$ cat src/rtl/tbu_pkg.sv
package tbu_pkg;

   typedef enum logic [3:0] {
      OP_ADD = 4'd0,
      OP_SUB = 4'd1,
      OP_MUL = 4'd2,
      OP_DIV = 4'd3,
      OP_AND = 4'd4,
      OP_OR  = 4'd5,
      OP_XOR = 4'd6,
      OP_SLL = 4'd7,
      OP_SRL = 4'd8,
      OP_SRA = 4'd9
   } op_t;

   typedef enum logic [1:0] {
      RT_WAIT = 2'd0,
      RT_BYP  = 2'd1,
      RT_SIMP = 2'd2,
      RT_NORM = 2'd3
   } route_t;

   localparam logic DIR_LEFT  = 1'b0;
   localparam logic DIR_RIGHT = 1'b1;

endpackage

$ cat src/rtl/tbu_pow2.sv
module tbu_pow2 #(
   parameter int WIDTH = 32,
   localparam int SHW = $clog2(WIDTH)
) (
   input  logic [WIDTH-1:0] v,
   output logic             is_p2,
   output logic [SHW-1:0]   lg
);
   logic [WIDTH-1:0] v_m1;

   assign v_m1  = v - WIDTH'(1);
   assign is_p2 = (v != '0) && ((v & v_m1) == '0);

   // priority encoder: index of the highest set bit
   always_comb begin
      lg = '0;
      for (int i = 0; i < WIDTH; i++) begin
         if (v[i]) lg = SHW'(i);
      end
   end
endmodule

$ cat src/rtl/tbu_detect.sv
module tbu_detect
   import tbu_pkg::*;
#(
   parameter int WIDTH = 32,
   localparam int SHW = $clog2(WIDTH)
) (
   input  logic             req,
   input  op_t              op,
   input  logic [WIDTH-1:0] x,
   input  logic             xv,
   input  logic [WIDTH-1:0] y,
   input  logic             yv,
   input  logic             x_p2,
   input  logic [SHW-1:0]   x_lg,
   input  logic             y_p2,
   input  logic [SHW-1:0]   y_lg,
   output route_t           route,
   output logic [WIDTH-1:0] res,
   output logic             sdir,
   output logic [WIDTH-1:0] sval,
   output logic [SHW-1:0]   samt
);
   logic both, x_z, y_z, x_o, y_o, same, amt_z;

   assign both  = xv && yv;
   assign x_z   = (x == '0);
   assign y_z   = (y == '0);
   assign x_o   = (x == '1);
   assign y_o   = (y == '1);
   assign same  = (x == y);
   assign amt_z = (y[SHW-1:0] == '0);

   always_comb begin
      route = RT_WAIT;
      res   = '0;
      sdir  = DIR_LEFT;
      sval  = '0;
      samt  = '0;
      if (req) begin
         unique case (op)
            OP_ADD: begin
               if (both) begin
                  if (x_z)      begin route = RT_BYP; res = y; end
                  else if (y_z) begin route = RT_BYP; res = x; end
                  else route = RT_NORM;
               end
            end
            OP_SUB: begin
               if (both) begin
                  if (y_z)       begin route = RT_BYP; res = x;  end
                  else if (same) begin route = RT_BYP; res = '0; end
                  else route = RT_NORM;
               end
            end
            OP_MUL: begin
               if ((xv && x_z) || (yv && y_z)) begin
                  route = RT_BYP; res = '0;
               end else if (both) begin
                  if (x_p2) begin
                     route = RT_SIMP; sdir = DIR_LEFT; sval = y; samt = x_lg;
                  end else if (y_p2) begin
                     route = RT_SIMP; sdir = DIR_LEFT; sval = x; samt = y_lg;
                  end else route = RT_NORM;
               end
            end
            OP_DIV: begin
               if (both) begin
                  if (y_z)       route = RT_NORM;
                  else if (x_z)  begin route = RT_BYP; res = '0; end
                  else if (same) begin route = RT_BYP; res = WIDTH'(1); end
                  else if (y_p2) begin
                     route = RT_SIMP; sdir = DIR_RIGHT; sval = x; samt = y_lg;
                  end else route = RT_NORM;
               end
            end
            OP_AND: begin
               if ((xv && x_z) || (yv && y_z)) begin
                  route = RT_BYP; res = '0;
               end else if (both) begin
                  if (x_o)       begin route = RT_BYP; res = y; end
                  else if (y_o)  begin route = RT_BYP; res = x; end
                  else if (same) begin route = RT_BYP; res = x; end
                  else route = RT_NORM;
               end
            end
            OP_OR: begin
               if ((xv && x_o) || (yv && y_o)) begin
                  route = RT_BYP; res = '1;
               end else if (both) begin
                  if (x_z)       begin route = RT_BYP; res = y; end
                  else if (y_z)  begin route = RT_BYP; res = x; end
                  else if (same) begin route = RT_BYP; res = x; end
                  else route = RT_NORM;
               end
            end
            OP_XOR: begin
               if (both) begin
                  if (x_z)       begin route = RT_BYP; res = y;  end
                  else if (y_z)  begin route = RT_BYP; res = x;  end
                  else if (same) begin route = RT_BYP; res = '0; end
                  else if (x_o)  begin route = RT_BYP; res = ~y; end
                  else if (y_o)  begin route = RT_BYP; res = ~x; end
                  else route = RT_NORM;
               end
            end
            OP_SLL, OP_SRL: begin
               if (xv && x_z) begin
                  route = RT_BYP; res = '0;
               end else if (both) begin
                  if (amt_z) begin route = RT_BYP; res = x; end
                  else route = RT_NORM;
               end
            end
            OP_SRA: begin
               if (xv && (x_z || x_o)) begin
                  route = RT_BYP; res = x;
               end else if (both) begin
                  if (amt_z) begin route = RT_BYP; res = x; end
                  else route = RT_NORM;
               end
            end
            default: begin
               if (both) route = RT_NORM;
            end
         endcase
      end
   end
endmodule

$ cat src/rtl/tbu_outreg.sv
module tbu_outreg
   import tbu_pkg::*;
#(
   parameter int WIDTH = 32,
   localparam int SHW = $clog2(WIDTH)
) (
   input  logic             clk,
   input  logic             rst_n,
   input  route_t           route,
   input  logic [WIDTH-1:0] res,
   input  logic             sdir,
   input  logic [WIDTH-1:0] sval,
   input  logic [SHW-1:0]   samt,
   output logic             byp_q,
   output logic [WIDTH-1:0] res_q,
   output logic             simp_q,
   output logic             dir_q,
   output logic [WIDTH-1:0] sval_q,
   output logic [SHW-1:0]   samt_q,
   output logic             norm_q
);
   always_ff @(posedge clk or negedge rst_n) begin
      if (!rst_n) begin
         byp_q  <= 1'b0;
         simp_q <= 1'b0;
         norm_q <= 1'b0;
         res_q  <= '0;
         dir_q  <= 1'b0;
         sval_q <= '0;
         samt_q <= '0;
      end else begin
         byp_q  <= (route == RT_BYP);
         simp_q <= (route == RT_SIMP);
         norm_q <= (route == RT_NORM);
         res_q  <= res;
         dir_q  <= sdir;
         sval_q <= sval;
         samt_q <= samt;
      end
   end
endmodule

$ cat src/rtl/trivial_bypass_unit.sv
module trivial_bypass_unit
   import tbu_pkg::*;
#(
   parameter int WIDTH       = 32,
   parameter bit EN_SIMPLIFY = 1'b1,
   localparam int SHW = $clog2(WIDTH)
) (
   input  logic             clk,
   input  logic             rst_n,
   input  logic             in_valid,
   input  logic [3:0]       in_op,
   input  logic [WIDTH-1:0] x_data,
   input  logic             x_vld,
   input  logic [WIDTH-1:0] y_data,
   input  logic             y_vld,
   output logic             byp_o,
   output logic [WIDTH-1:0] byp_result,
   output logic             simp_o,
   output logic             simp_dir,
   output logic [WIDTH-1:0] simp_value,
   output logic [SHW-1:0]   simp_amt,
   output logic             norm_o
);
   if (WIDTH < 8 || (WIDTH & (WIDTH - 1)) != 0) begin : g_bad_width
      $error("trivial_bypass_unit: WIDTH must be a power of two of at least 8");
   end

   op_t              op_c;
   logic             x_p2, y_p2;
   logic [SHW-1:0]   x_lg, y_lg;
   route_t           route;
   logic [WIDTH-1:0] res_c, sval_c;
   logic             sdir_c;
   logic [SHW-1:0]   samt_c;

   assign op_c = op_t'(in_op);

   if (EN_SIMPLIFY) begin : g_simp
      tbu_pow2 #(.WIDTH(WIDTH)) i_x_p2 (.v(x_data), .is_p2(x_p2), .lg(x_lg));
      tbu_pow2 #(.WIDTH(WIDTH)) i_y_p2 (.v(y_data), .is_p2(y_p2), .lg(y_lg));
   end else begin : g_no_simp
      assign x_p2 = 1'b0;
      assign y_p2 = 1'b0;
      assign x_lg = '0;
      assign y_lg = '0;
   end

   tbu_detect #(.WIDTH(WIDTH)) i_detect (
      .req(in_valid), .op(op_c),
      .x(x_data), .xv(x_vld), .y(y_data), .yv(y_vld),
      .x_p2(x_p2), .x_lg(x_lg), .y_p2(y_p2), .y_lg(y_lg),
      .route(route), .res(res_c), .sdir(sdir_c), .sval(sval_c), .samt(samt_c)
   );

   tbu_outreg #(.WIDTH(WIDTH)) i_outreg (
      .clk(clk), .rst_n(rst_n),
      .route(route), .res(res_c), .sdir(sdir_c), .sval(sval_c), .samt(samt_c),
      .byp_q(byp_o), .res_q(byp_result), .simp_q(simp_o), .dir_q(simp_dir),
      .sval_q(simp_value), .samt_q(simp_amt), .norm_q(norm_o)
   );

   AST_IDLE_NO_FLAG: assert property (@(posedge clk) disable iff (!rst_n)
      !in_valid |=> !byp_o && !simp_o && !norm_o);
   AST_ONE_FLAG: assert property (@(posedge clk) disable iff (!rst_n)
      $onehot0({byp_o, simp_o, norm_o}));
   AST_ADD_ZERO_X: assert property (@(posedge clk) disable iff (!rst_n)
      in_valid && in_op == 4'd0 && x_vld && y_vld && x_data == '0
      |=> byp_o && byp_result == $past(y_data));
   AST_SUB_SAME: assert property (@(posedge clk) disable iff (!rst_n)
      in_valid && in_op == 4'd1 && x_vld && y_vld && y_data != '0 && x_data == y_data
      |=> byp_o && byp_result == '0);
   AST_MUL_ZERO_ALONE: assert property (@(posedge clk) disable iff (!rst_n)
      in_valid && in_op == 4'd2 && x_vld && !y_vld && x_data == '0
      |=> byp_o && byp_result == '0);
   AST_DIV_BY_ZERO_NORMAL: assert property (@(posedge clk) disable iff (!rst_n)
      in_valid && in_op == 4'd3 && x_vld && y_vld && y_data == '0
      |=> norm_o);
   AST_DIV_SHIFT_RIGHT: assert property (@(posedge clk) disable iff (!rst_n)
      simp_o && $past(in_op) == 4'd3 |-> simp_dir == DIR_RIGHT);
   AST_OR_ONES_ALONE: assert property (@(posedge clk) disable iff (!rst_n)
      in_valid && in_op == 4'd5 && y_vld && y_data == '1
      |=> byp_o && byp_result == '1);
   AST_XOR_SAME: assert property (@(posedge clk) disable iff (!rst_n)
      in_valid && in_op == 4'd6 && x_vld && y_vld && x_data == y_data
      && x_data != '0
      |=> byp_o && byp_result == '0);
   AST_SHIFT_ZERO_VALUE: assert property (@(posedge clk) disable iff (!rst_n)
      in_valid && (in_op == 4'd7 || in_op == 4'd8) && x_vld && x_data == '0
      |=> byp_o && byp_result == '0);
   AST_SRA_ONES_ALONE: assert property (@(posedge clk) disable iff (!rst_n)
      in_valid && in_op == 4'd9 && x_vld && x_data == '1
      |=> byp_o && byp_result == '1);
   AST_NORM_NEEDS_BOTH: assert property (@(posedge clk) disable iff (!rst_n)
      norm_o |-> $past(x_vld) && $past(y_vld));
endmodule

$ cat config.mk
export PLATFORM = sky130hd
export DESIGN_NAME = trivial_bypass_unit
export DESIGN_NICKNAME = d
export VERILOG_FILES = /design/src/rtl/tbu_pkg.sv /design/src/rtl/tbu_pow2.sv /design/src/rtl/tbu_detect.sv /design/src/rtl/tbu_outreg.sv /design/src/rtl/trivial_bypass_unit.sv
export SDC_FILE = /design/constraint.sdc
export NUM_CORES = 1
export LEC_CHECK = 0
export ABC_AREA = 1
export BUFFER_PORTS_ARGS = -buffer_cell sky130_fd_sc_hd__buf_2
export CORE_ASPECT_RATIO = 1.75
export CORE_MARGIN = 2
export CORE_UTILIZATION = 48
export DETAILED_ROUTE_END_ITERATION = 7
export GPL_ROUTABILITY_DRIVEN = 0
export PLACE_DENSITY = 0.7
export SLEW_MARGIN = 25
export SYNTH_ARGS = -nofsm -noshare
export SYNTH_HDL_FRONTEND = slang
export SYNTH_SLANG_ARGS = --single-unit
$ cat constraint.sdc
create_clock -name clk -period 0.8 [get_ports clk]
set_input_delay 0.16 -clock clk [delete_from_list [all_inputs] [get_ports clk]]
set_output_delay 0.16 -clock clk [all_outputs]
set_load 0.01 [all_outputs]
==> results_dict.tcl, run 1 <==
set metrics [dict create \
    start_util 0.4934 \
    synth_area_leaders "dfrtp_1 (25%), nand2_1 (18%), o21ai_0 (7.3%), inv_1 (7.1%), nor2_1 (6.4%)" \
    row_count 59 \
    gr-total-overflow 483 \
    die_w_um 97.59 \
    boundaryPins 146 \
    cts-htree-levels 3 \
    place_hpwl_mm 26.76 \
    syn-cell-area_um2 7357 \
    yosysTopAreaCell "dfrtp_1" \
    grt_max_degree 38 \
    ys_seq_area_frac 0.2483 \
    cts_sinks 73 \
    synth.avg_cell_area_um2 5.967 \
    cts_root_buf "clkbuf_16" \
    synth_nets 1306 \
    synth_edf_count 0 \
    worstEpCategory "sequential cell input" \
    worstEndpointGrtRepair "i_outreg.res_q[18]$_DFF_PN0_/D" \
    synthArstFlopShare 1.000 \
    synth_seq_cells 73 \
    error "[ERROR GRT-0232] Routing congestion too high. Check the congestion heatmap in the GUI." \
    clk_path_buf_depth 2 \
    synth_cell_types 54 \
    synthFlopType "dfrtp_1" \
    synthCells 1233 \
    numCtsBuffers 9 \
    gr-usage-all-layers 0.8291 \
    status "stopped before the end" \
    synth_top_cell_area_share 0.2483 \
    stop_stage "5_1_grt" \
    io_buffers 145 \
    dieHeight_um 167.8 \
    yosysWarnings 0 \
]
-- per-stage QoR --
stage	TNS [ns]	instances	setup WS, ns	area, um2
2_1_floorplan	-105.82	1233	-1.567	7794
3_3_place_gp	-139.29	1869	-1.984	11270
3_5_place_dp	-144.19	1869	-2.086	11270
4_1_cts	-126.74	1923	-1.622	12690
-- metal layers --
metal,overflow,track usage
met1,2,0.7970
met5,2,0.1046
met2,349,1.062
met4,122,0.9088
met3,8,0.6007
-- what timing repair did --
action                                  CTS
setup buffers                            32
endpoints found under the hold margin    73
cloned                                    5
gates resized for setup                 171
endpoints found under the setup margin  146
pin swaps                                48
hold buffers                              1
-- synthesized netlist by cell type, drive strengths merged (17+ instances only) --
library cell / instances
a21oi: 69
nor4: 17
nand4: 32
o21ai: 117
buf: 32
dfrtp: 73
clkbuf: 35
nor3: 35
nand2: 361
inv: 158
nor2: 149
nand3: 53
-- cell families after synthesis --
| logic type | Yosys count | synth area share |
|---|---|---|
| and+or+nand+nor | 652 | 0.3952 |
| AOI/OAI and AO/OA | 279 | 0.2257 |
| buffers and inverters | 229 | 0.1308 |
| DFF | 73 | 0.2483 |
==> run 2, diff against run 1 <==
- CORE_ASPECT_RATIO: 1.75 -> not set
- CORE_UTILIZATION: 48 -> 33
- PLACE_DENSITY: 0.7 -> not set
- PLACE_DENSITY_LB_ADDON: not set -> 0.15
- clock period: 0.8 -> 1 ns (I/O delays scaled with it)
==> run 2 against run 1 <==
Compared with the run above: the flow now finishes, with violations (design-rule violations, negative setup slack); area after synthesis is the same; synthesized cell count is the same.
==> results_dict.tcl, run 2 <==
set metrics [dict create \
    status "finished, violations left" \
    violations "design-rule violations, negative setup slack" \
    synthCells 1233 \
    multiInputGateArea_um2 5963 \
    cp.depth 19 \
    start_util 0.3371 \
    finalMaxSlewViolations 0 \
    cp_top_family "simple AND/OR/NAND/NOR gates" \
    end_kind "register" \
    cts-htree-levels 3 \
    finalCriticalPeriod_ns 2.766 \
    core-area_um2 21820 \
    io_buffers 145 \
    cts_sinks 73 \
    numPlacedInstances 1992 \
    p_comb_frac 0.306 \
    critPathMaxFanout 6 \
    regArea_um2 1827 \
    finalCritPeriodShare 2.766 \
    max_freq_ghz 0.3616 \
    ir_worst_vdd_v 0.0007242 \
    hold_viol_final 0 \
    clk_path_buf_depth 2 \
    p_per_area_nw_per_um2 655.9 \
    finalPower_w 0.009586 \
    nFillCells 1766 \
    syn-cell-area_um2 7357 \
    row_count 54 \
    synth_top_cell_area_share 0.2483 \
    synthTopCellsByCount "nand2_1 (355), inv_1 (139), nor2_1 (125), o21ai_0 (107), dfrtp_1 (73)" \
    antenna_cells 0 \
    synth_cell_types 54 \
    p_clk_frac 0.385 \
    ys_seq_area_frac 0.2483 \
    switching_share 0.3208 \
    synthFlopType "dfrtp_1" \
    place_hpwl_mm 27.95 \
    drt-initial-drc-count 1488 \
    syn_to_final_growth_pct 98.64 \
    postRouteWirelength_mm 42.51 \
    placed_area_um2 11550 \
    dieHeight_um 153.3 \
    layout_common_cells "buf_4 (431), nand2_1 (330), inv_1 (113)" \
    fin_nets 1901 \
    antenna_found_initial 0 \
    hold_end "i_outreg.sval_q[21]" \
    critPathMaxStageDelay_ns 0.36 \
    start_kind "input port" \
    worst-slew-pin-transition_ns 0.4697 \
    final_common_cell "buf_4" \
    boundaryPins 146 \
    grt_max_degree 42 \
    min_path_type "input port to register" \
    path_buf_inv 4 \
    setup_viol 146 \
    grt_setup_unrepaired "true" \
    largestRegisters "i_outreg.res_q: 32 flops, i_outreg.sval_q: 32 flops, i_outreg.samt_q: 5 flops" \
    timing.slew.headroom 0.6836 \
    synth_area_leaders "dfrtp_1 (25%), nand2_1 (18%), o21ai_0 (7.3%), inv_1 (7.1%), nor2_1 (6.4%)" \
    synth.avg_cell_area_um2 5.967 \
    dr.pass1.iters 8 \
    power.switching_w 0.003075 \
    wl_per_cell_um 20.12 \
    p_int_w 0.006511 \
    yosysWarnings 0 \
    stdcell_count 2113 \
    synth_seq_cells 73 \
    yosysMostFrequentCell "nand2_1" \
    grt_pass1_vias 11260 \
    fin_area_um2 14610 \
    gr-total-overflow 0 \
    layout-drive-gt1-share 0.5308 \
    gr-usage-all-layers 0.3330 \
    path_cells "buf_8, nor2_4, nand2_4, nor2_8, inv_4, nor4_4, a21oi_2, nor3_2, o2111ai_2, nor4_4, buf_4, nor3b_4, and2_4, buf_6, nand2_4, a21oi_2, nand2_2, nand2_2, nor2_1" \
    hold_depth 3 \
    crit_required_ns 1.23 \
    arrival_ns 3.00 \
    cts_tree "built" \
    synth_edf_count 0 \
    yosysTopAreaCell "dfrtp_1" \
    antenna_left 0 \
    critical_path_class "input port to register" \
    route.detailed.drc 2 \
    numCtsBuffers 9 \
    routed-via-count 11880 \
    grt_pass1_wl_mm 61.41 \
    dieArea_um2 23500 \
    setup_slack_ns -1.766 \
    drv_cap 0 \
    slowest_stage "nor4_4" \
    viasPerCell 5.621 \
    synthArstFlopShare 1.000 \
    die_w_um 153.3 \
    clk_pin_slew_ns 0.06 \
    pwr-share-seq 0.309 \
    p_leak_nw 7.220 \
    synth_nets 1306 \
    hp-start "x_data[21]" \
    cts_root_buf "clkbuf_16" \
]
[run 2: cell counts after synthesis]
No cell type changed its count.
[run 2: kinds of logic (layout without fill, tap and decap cells)]
group	count (synthesis)	count (layout)	share of synthesized area
flip-flops	73	73	0.2483
AO/OA/AOI/OAI	279	279	0.2257
AND/OR/NAND/NOR	652	652	0.3952
buffers and inverters	229	829	0.1308
[run 2: how the worst max path moves through the flow]
stage                          endpoint       from  slack [ns]
finish                   i_outreg.byp_q  y_data[0]       -1.77
detailed placement   i_outreg.samt_q[0]  y_data[3]       -2.31
global placement     i_outreg.samt_q[0]  y_data[3]       -2.34
CTS                 i_outreg.sval_q[18]  y_data[0]       -1.57
global route             i_outreg.byp_q  y_data[0]       -1.90
floorplan           i_outreg.sval_q[27]  x_data[1]       -1.41
[run 2: per-stage QoR]
stage                 util  setup TNS, ns  setup WS, ns  hold slack, ns
finish              0.6696        -114.08        -1.766          0.1019
CTS                 0.6343        -103.20        -1.573          0.1098
detailed placement  0.5295        -149.74        -2.309          0.1890
floorplan                -         -94.14        -1.407        -0.09559
global route        0.6696        -121.02        -1.898          0.1134
global placement    0.5295        -149.37        -2.342          0.1892
[run 2: final cells by class]
type	count	share of cell area
clock buffers	11	0.01661
repair buffers	649	0.3737
multi-input cells	931	0.4080
flip-flops and latches	73	0.1250
inverters	162	0.04572
well taps	280	0.02397
repair inverters	2	0.001541
clock inverters	5	0.005394
[run 2: power groups by stage]
stage	sequential, W	combinational [W]	clock [W]
2_1_floorplan	0.00302	0.000904	0
3_3_place_gp	0.00301	0.00235	0
3_5_place_dp	0.00301	0.00236	0
4_1_cts	0.00296	0.00265	0.00371
5_1_grt	0.00296	0.00310	0.00384
6_report	0.00296	0.00294	0.00369
[run 2: per-layer routing]
| layer | vias up | global-route usage | share of wire | wire length, um |
|---|---|---|---|---|
| met3 | 236 | 0.06946 | 0.10 | 4354 |
| li1 | 5305 | - | - | - |
| met1 | 5501 | 0.4342 | 0.39 | 16780 |
| met4 | 0 | 0.1521 | 0.062 | 2616 |
| met5 | - | 0 | 0 | 0 |
| met2 | 835 | 0.5293 | 0.44 | 18760 |
[run 2: repair_timing]
action | 4_1_cts | 5_1_grt
gates resized for setup | 320 | 171
pin swaps | 81 | 88
setup endpoints to repair | 146 | 146
cloned | 9 | 1
hold buffers | 1 | 0
endpoints found under the hold margin | 73 | 0
buffers inserted | 73 | 30
(Power assumes the default switching activity.)
==> run 3, diff against run 2 <==
- ABC_AREA: 1 -> not set
- CAP_MARGIN: not set -> 20
==> run 3 against run 2 <==
Compared with the run above: the flow finishes with violations (negative setup slack); non-clock buffer count decreased by 191; combinational power shrank 21%; cell count fell by 27%; sequential cell count unchanged; sequential share of layout area is 3.3 points higher; sequential power barely moved; count of clock-buffer cells in the layout fell by 1; area after synthesis decreased by 7.7%; synthesized cell count decreased by 26%; die area is 7.5% lower; critical path type unchanged; largest power group unchanged.
==> results_dict.tcl, run 3 <==
set metrics [dict create \
    multiInputGateArea_um2 5360 \
    wl_per_cell_um 22.76 \
    status "finished, violations left" \
    route.met3.wl_mm 3.592 \
    antenna_found_initial 0 \
    dr.pass1.iters 8 \
    wl_met1_mm 14.29 \
    synthFlopType "dfrtp_1" \
    hold_viol_final 0 \
    hp-start "x_data[19]" \
    cp_top_family "simple AND/OR/NAND/NOR gates" \
    yosysWarnings 0 \
    hold_slack_ns 0.1718 \
    dieHeight_um 147.5 \
    timing.slew.headroom 0.5980 \
    critical_path_class "input port to register" \
    drt-initial-drc-count 1328 \
    cts-htree-levels 3 \
    setup_viol 146 \
    syn-cell-area_um2 6793 \
    finalMaxSlewViolations 0 \
    worst-slew-pin-transition_ns 0.6002 \
    core-area_um2 20230 \
    critPathMaxFanout 16 \
    slowest_stage "o2111a_2" \
    synth.avg_cell_area_um2 7.416 \
    grt_max_degree 43 \
    antenna_cells 0 \
    arrival_ns 2.78 \
    start_kind "input port" \
    clk_path_buf_depth 2 \
    synth_nets 989 \
    dieArea_um2 21750 \
    final_common_cell "buf_4" \
    boundaryPins 146 \
    largestRegisters "i_outreg.res_q: 32 flops, i_outreg.sval_q: 32 flops, i_outreg.samt_q: 5 flops" \
    layout-drive-gt1-share 0.4800 \
    hold_end "i_outreg.sval_q[19]" \
    synth_edf_count 0 \
    row_count 52 \
    fin_nets 1344 \
    cts_sinks 73 \
    nFillCells 1804 \
    synthArstFlopShare 1.000 \
    drv_cap 0 \
    highest_layer "met4" \
    violations "negative setup slack" \
    p_per_area_nw_per_um2 768.9 \
    ir_worst_vdd_v 0.0006950 \
    gr-usage-all-layers 0.3105 \
    end_kind "register" \
    p_leak_nw 5.359 \
    stdcell_count 1545 \
    finalCritPeriodShare 2.536 \
    dr_wl_met2_mm 15.58 \
    io_buffers 145 \
    synthTopCellsByCount "nor2_1 (108), clkbuf_1 (93), a21oi_1 (73), dfrtp_1 (73), o21ai_0 (47)" \
    postRouteWirelength_mm 35.16 \
    synth_area_leaders "dfrtp_1 (27%), nor2_1 (6.0%), a21oi_1 (5.4%), clkbuf_1 (5.1%), a22o_1 (4.5%)" \
    cts_root_buf "clkbuf_16" \
    ys_seq_area_frac 0.2689 \
    gr-total-overflow 0 \
    viasPerCell 6.089 \
    critPathMaxStageDelay_ns 0.35 \
    cts_tree "built" \
    grt_setup_unrepaired "true" \
    routed-via-count 9407 \
    synth_cell_types 71 \
    syn_to_final_growth_pct 69.77 \
    grt_pass1_wl_mm 52.26 \
    path_buf_inv 4 \
    synth_top_cell_area_share 0.2689 \
    synthCells 916 \
    regArea_um2 1827 \
    route.detailed.drc 0 \
    path_cells "buf_2, buf_4, nor3_1, nand4_1, o211ai_1, nand4_1, nor4_4, buf_4, nor2b_4, o2111a_2, clkbuf_16, a22o_1" \
    yosysTopAreaCell "dfrtp_1" \
    numPlacedInstances 1484 \
    start_util 0.3357 \
    min_path_type "input port to register" \
    grt_pass1_vias 9093 \
    crit_required_ns 1.25 \
    finalCriticalPeriod_ns 2.536 \
    yosysMostFrequentCell "nor2_1" \
    layout_common_cells "buf_4 (264), buf_2 (132), nor2_1 (90)" \
    numCtsBuffers 9 \
    place_hpwl_mm 23.99 \
    antenna_left 0 \
    synth_seq_cells 73 \
    hold_depth 2 \
    max_freq_ghz 0.3943 \
    clk_pin_slew_ns 0.06 \
    die_w_um 147.5 \
    setup_slack_ns -1.536 \
]
==> run 3: final cells by class <==
cell class | instances | area share
Inverter | 19 | 0.006184
Sequential cell | 73 | 0.1584
Timing Repair Buffer | 458 | 0.3144
Clock inverter | 5 | 0.007052
Clock buffer | 10 | 0.01985
Multi-Input combinational cell | 710 | 0.4648
Tap cell | 270 | 0.02929
==> run 3: cell families after synthesis <==
| group | synth area share |
|---|---|
| adder cells (fa/ha/maj) | 0.007368 |
| AO/OA/AOI/OAI | 0.3559 |
| XOR/XNOR | 0.04255 |
| buffers and inverters | 0.08160 |
| flip-flops | 0.2689 |
| AND/OR/NAND/NOR | 0.2437 |
==> run 3: routing by layer <==
layer,track usage,vias to the layer above
met5,0,-
met2,0.4860,656
met1,0.4270,4457
li1,-,4170
met3,0.04969,124
met4,0.1303,0
==> run 3: how the worst max path moves through the flow <==
stage | start | to | cells after the start
2_1_floorplan | y_data[16] | i_outreg.sval_q[4] | 12
3_3_place_gp | y_data[24] | i_outreg.res_q[1] | 11
3_5_place_dp | y_data[24] | i_outreg.sval_q[1] | 10
4_1_cts | y_data[16] | i_outreg.sval_q[1] | 10
5_1_grt | x_data[10] | i_outreg.sval_q[29] | 12
6_report | x_data[10] | i_outreg.sval_q[27] | 12
==> run 3: metrics by stage <==
stage	utilization	setup TNS [ns]	worst slack (ns)	area, um2	total power, W
after floorplan	-	-122.84	-1.809	7017	0.003881
after global placement	0.4803	-136.29	-1.929	9719	0.005083
final	0.5699	-109.66	-1.536	11530	0.008867
after CTS	0.5498	-102.61	-1.417	11130	0.008773
after global routing	0.5699	-114.18	-1.573	11530	0.009127
after detailed placement	0.4803	-136.87	-1.956	9719	0.005082
==> run 3: where the power goes <==
group / internal (W) / switching, W / total, W
logic: 0.000955 / 0.00138 / 0.00233
clock network: 0.00217 / 0.00140 / 0.00358
registers: 0.00296 / 0.00000129 / 0.00296
==> run 3: repair_timing <==
action                                  CTS  global route
buffers inserted                         26            15
cloned                                    6             2
pin swaps                                88            33
hold buffers                              1             0
endpoints found under the setup margin  146           146
resized for setup                       166            48
endpoints found under the hold margin    73             0
==> run 4, diff against run 3 <==
- MAX_ROUTING_LAYER: not set -> met4
- clock period: 1 -> 2.8 ns (I/O delays scaled with it)
==> run 4 against run 3 <==
Compared with the run above: the run still ends with negative setup slack left; worst hold slack lost 0.095 ns; largest power group unchanged; die area is the same; sequential cell count stayed put; power fell by 65%.
==> results_dict.tcl, run 4 (synthesis gave the netlist of run 3 again) <==
set metrics [dict create \
    viasPerCell 6.119 \
    layout_common_cells "buf_4 (223), buf_2 (138), nor2_1 (96)" \
    row_count 52 \
    hold_viol_final 0 \
    placed_area_um2 9424 \
    grt_max_degree 40 \
    gr-usage-all-layers 0.3156 \
    fin_area_um2 10780 \
    setup_viol 49 \
    place_hpwl_mm 24.39 \
    cp.depth 12 \
    clk_pin_slew_ns 0.06 \
    start_util 0.3357 \
    antenna_left 0 \
    layout-drive-gt1-share 0.4361 \
    cts_root_buf "clkbuf_16" \
    routed-via-count 9118 \
    ir_worst_vdd_v 0.0002953 \
    p_leak_nw 4.922 \
    fin_nets 1288 \
    dr.pass1.iters 7 \
    cts_sinks 73 \
    finalPower_w 0.003114 \
    arrival_ns 3.15 \
    dieArea_um2 21750 \
    multiInputGateArea_um2 5175 \
    crit_path_end "i_outreg.sval_q[19]" \
    numPlacedInstances 1450 \
    crit_start "x_data[13]" \
    critical_path_class "input port to register" \
    status "finished, violations left" \
    die_w_um 147.5 \
    finalCritPeriodShare 1.037 \
    route.detailed.drc 0 \
    finalMaxSlewViolations 0 \
    antenna_cells 0 \
    crit_required_ns 3.05 \
    cts-htree-levels 3 \
    final_common_cell "buf_4" \
    end_kind "register" \
    critPathMaxFanout 13 \
    hold_slack_ns 0.07661 \
    stdcell_count 1490 \
    path_buf_inv 5 \
    grt_pass1_wl_mm 51.28 \
    min_path_type "input port to asynchronous set/reset pin" \
    antenna_found_initial 0 \
    setup_slack_ns -0.1032 \
    postRouteWirelength_mm 34.31 \
    clk_path_buf_depth 2 \
    drt-initial-drc-count 1089 \
    violations "negative setup slack" \
    start_kind "input port" \
    cts_tree "built" \
    regArea_um2 1827 \
    io_buffers 145 \
    numCtsBuffers 9 \
    grt_pass1_vias 8857 \
    nFillCells 1910 \
    boundaryPins 146 \
    grt_setup_unrepaired "true" \
    dieHeight_um 147.5 \
    syn_to_final_growth_pct 58.67 \
    cp_top_family "simple AND/OR/NAND/NOR gates" \
    drv_cap 0 \
    max_freq_ghz 0.3445 \
    wl_per_cell_um 23.03 \
    worst-slew-pin-transition_ns 0.7239 \
    largestRegisters "i_outreg.res_q: 32 flops, i_outreg.sval_q: 32 flops, i_outreg.samt_q: 5 flops" \
    dp_slack_ns -0.6262 \
    critPathMaxStageDelay_ns 0.56 \
    core-area_um2 20230 \
    slowest_stage "or4_1" \
    path_cells "buf_6, buf_4, or4_1, a22oi_2, nand4_1, nor4_2, buf_4, nor2b_4, o2111a_2, buf_6, buf_16, a22o_1" \
    finalCriticalPeriod_ns 2.903 \
    timing.slew.headroom 0.5112 \
    gr-total-overflow 0 \
    p_per_area_nw_per_um2 288.9 \
]
-- run 4: changes by cell type in the layout (fill, tap and decap cells not counted), sizes merged --
cell	previous run	this run
dlygate4sd3	1	0
bufbuf	1	0
buf	454	401
inv	19	20
clkbuf	12	11
-- run 4: routing by layer --
layer,wire length [um],track usage,vias up
li1,-,-,4051
met1,14180,0.4154,4413
met2,15190,0.4703,549
met3,3349,0.05556,105
met4,1596,0.1524,0
met5,0,-,-
-- run 4: worst min path at each step --
stage	to	slack [ns]
4_1_cts	i_outreg.sval_q[24]	0.08
3_5_place_dp	i_outreg.sval_q[24]	0.46
2_1_floorplan	i_outreg.byp_q	0.26
5_1_grt	i_outreg.sval_q[27]	0.10
3_3_place_gp	i_outreg.sval_q[27]	0.46
6_report	i_outreg.sval_q[24]	0.08
-- run 4: final cells by class --
cell class | count | share of cell area
flip-flops and latches | 73 | 0.1695
clock inverters | 6 | 0.008359
clock buffers | 10 | 0.02124
repair buffers | 402 | 0.2828
inverters | 19 | 0.006617
multi-input cells | 710 | 0.4801
well taps | 270 | 0.03134
-- run 4: repair_timing --
item                                    CTS  global route
hold buffers                              0             0
setup buffers                            17             4
endpoints found under the setup margin   67            73
gates cloned                              4             1
gates resized for setup                  51           105
pin swaps                                33            58
-- run 4: through the flow --
| step | setup TNS (ns) | util |
|---|---|---|
| floorplan | -18.01 | - |
| global placement | -38.29 | 0.4657 |
| detailed placement | -36.26 | 0.4657 |
| CTS | -1.156 | 0.5049 |
| global route | -6.496 | 0.5326 |
| finish | -3.000 | 0.5326 |
-- run 4: report_power, final --
part / switching [W] / internal, W
sequential: 0.000000302 / 0.00106
clock: 0.000514 / 0.000784
combinational: 0.000475 / 0.000284
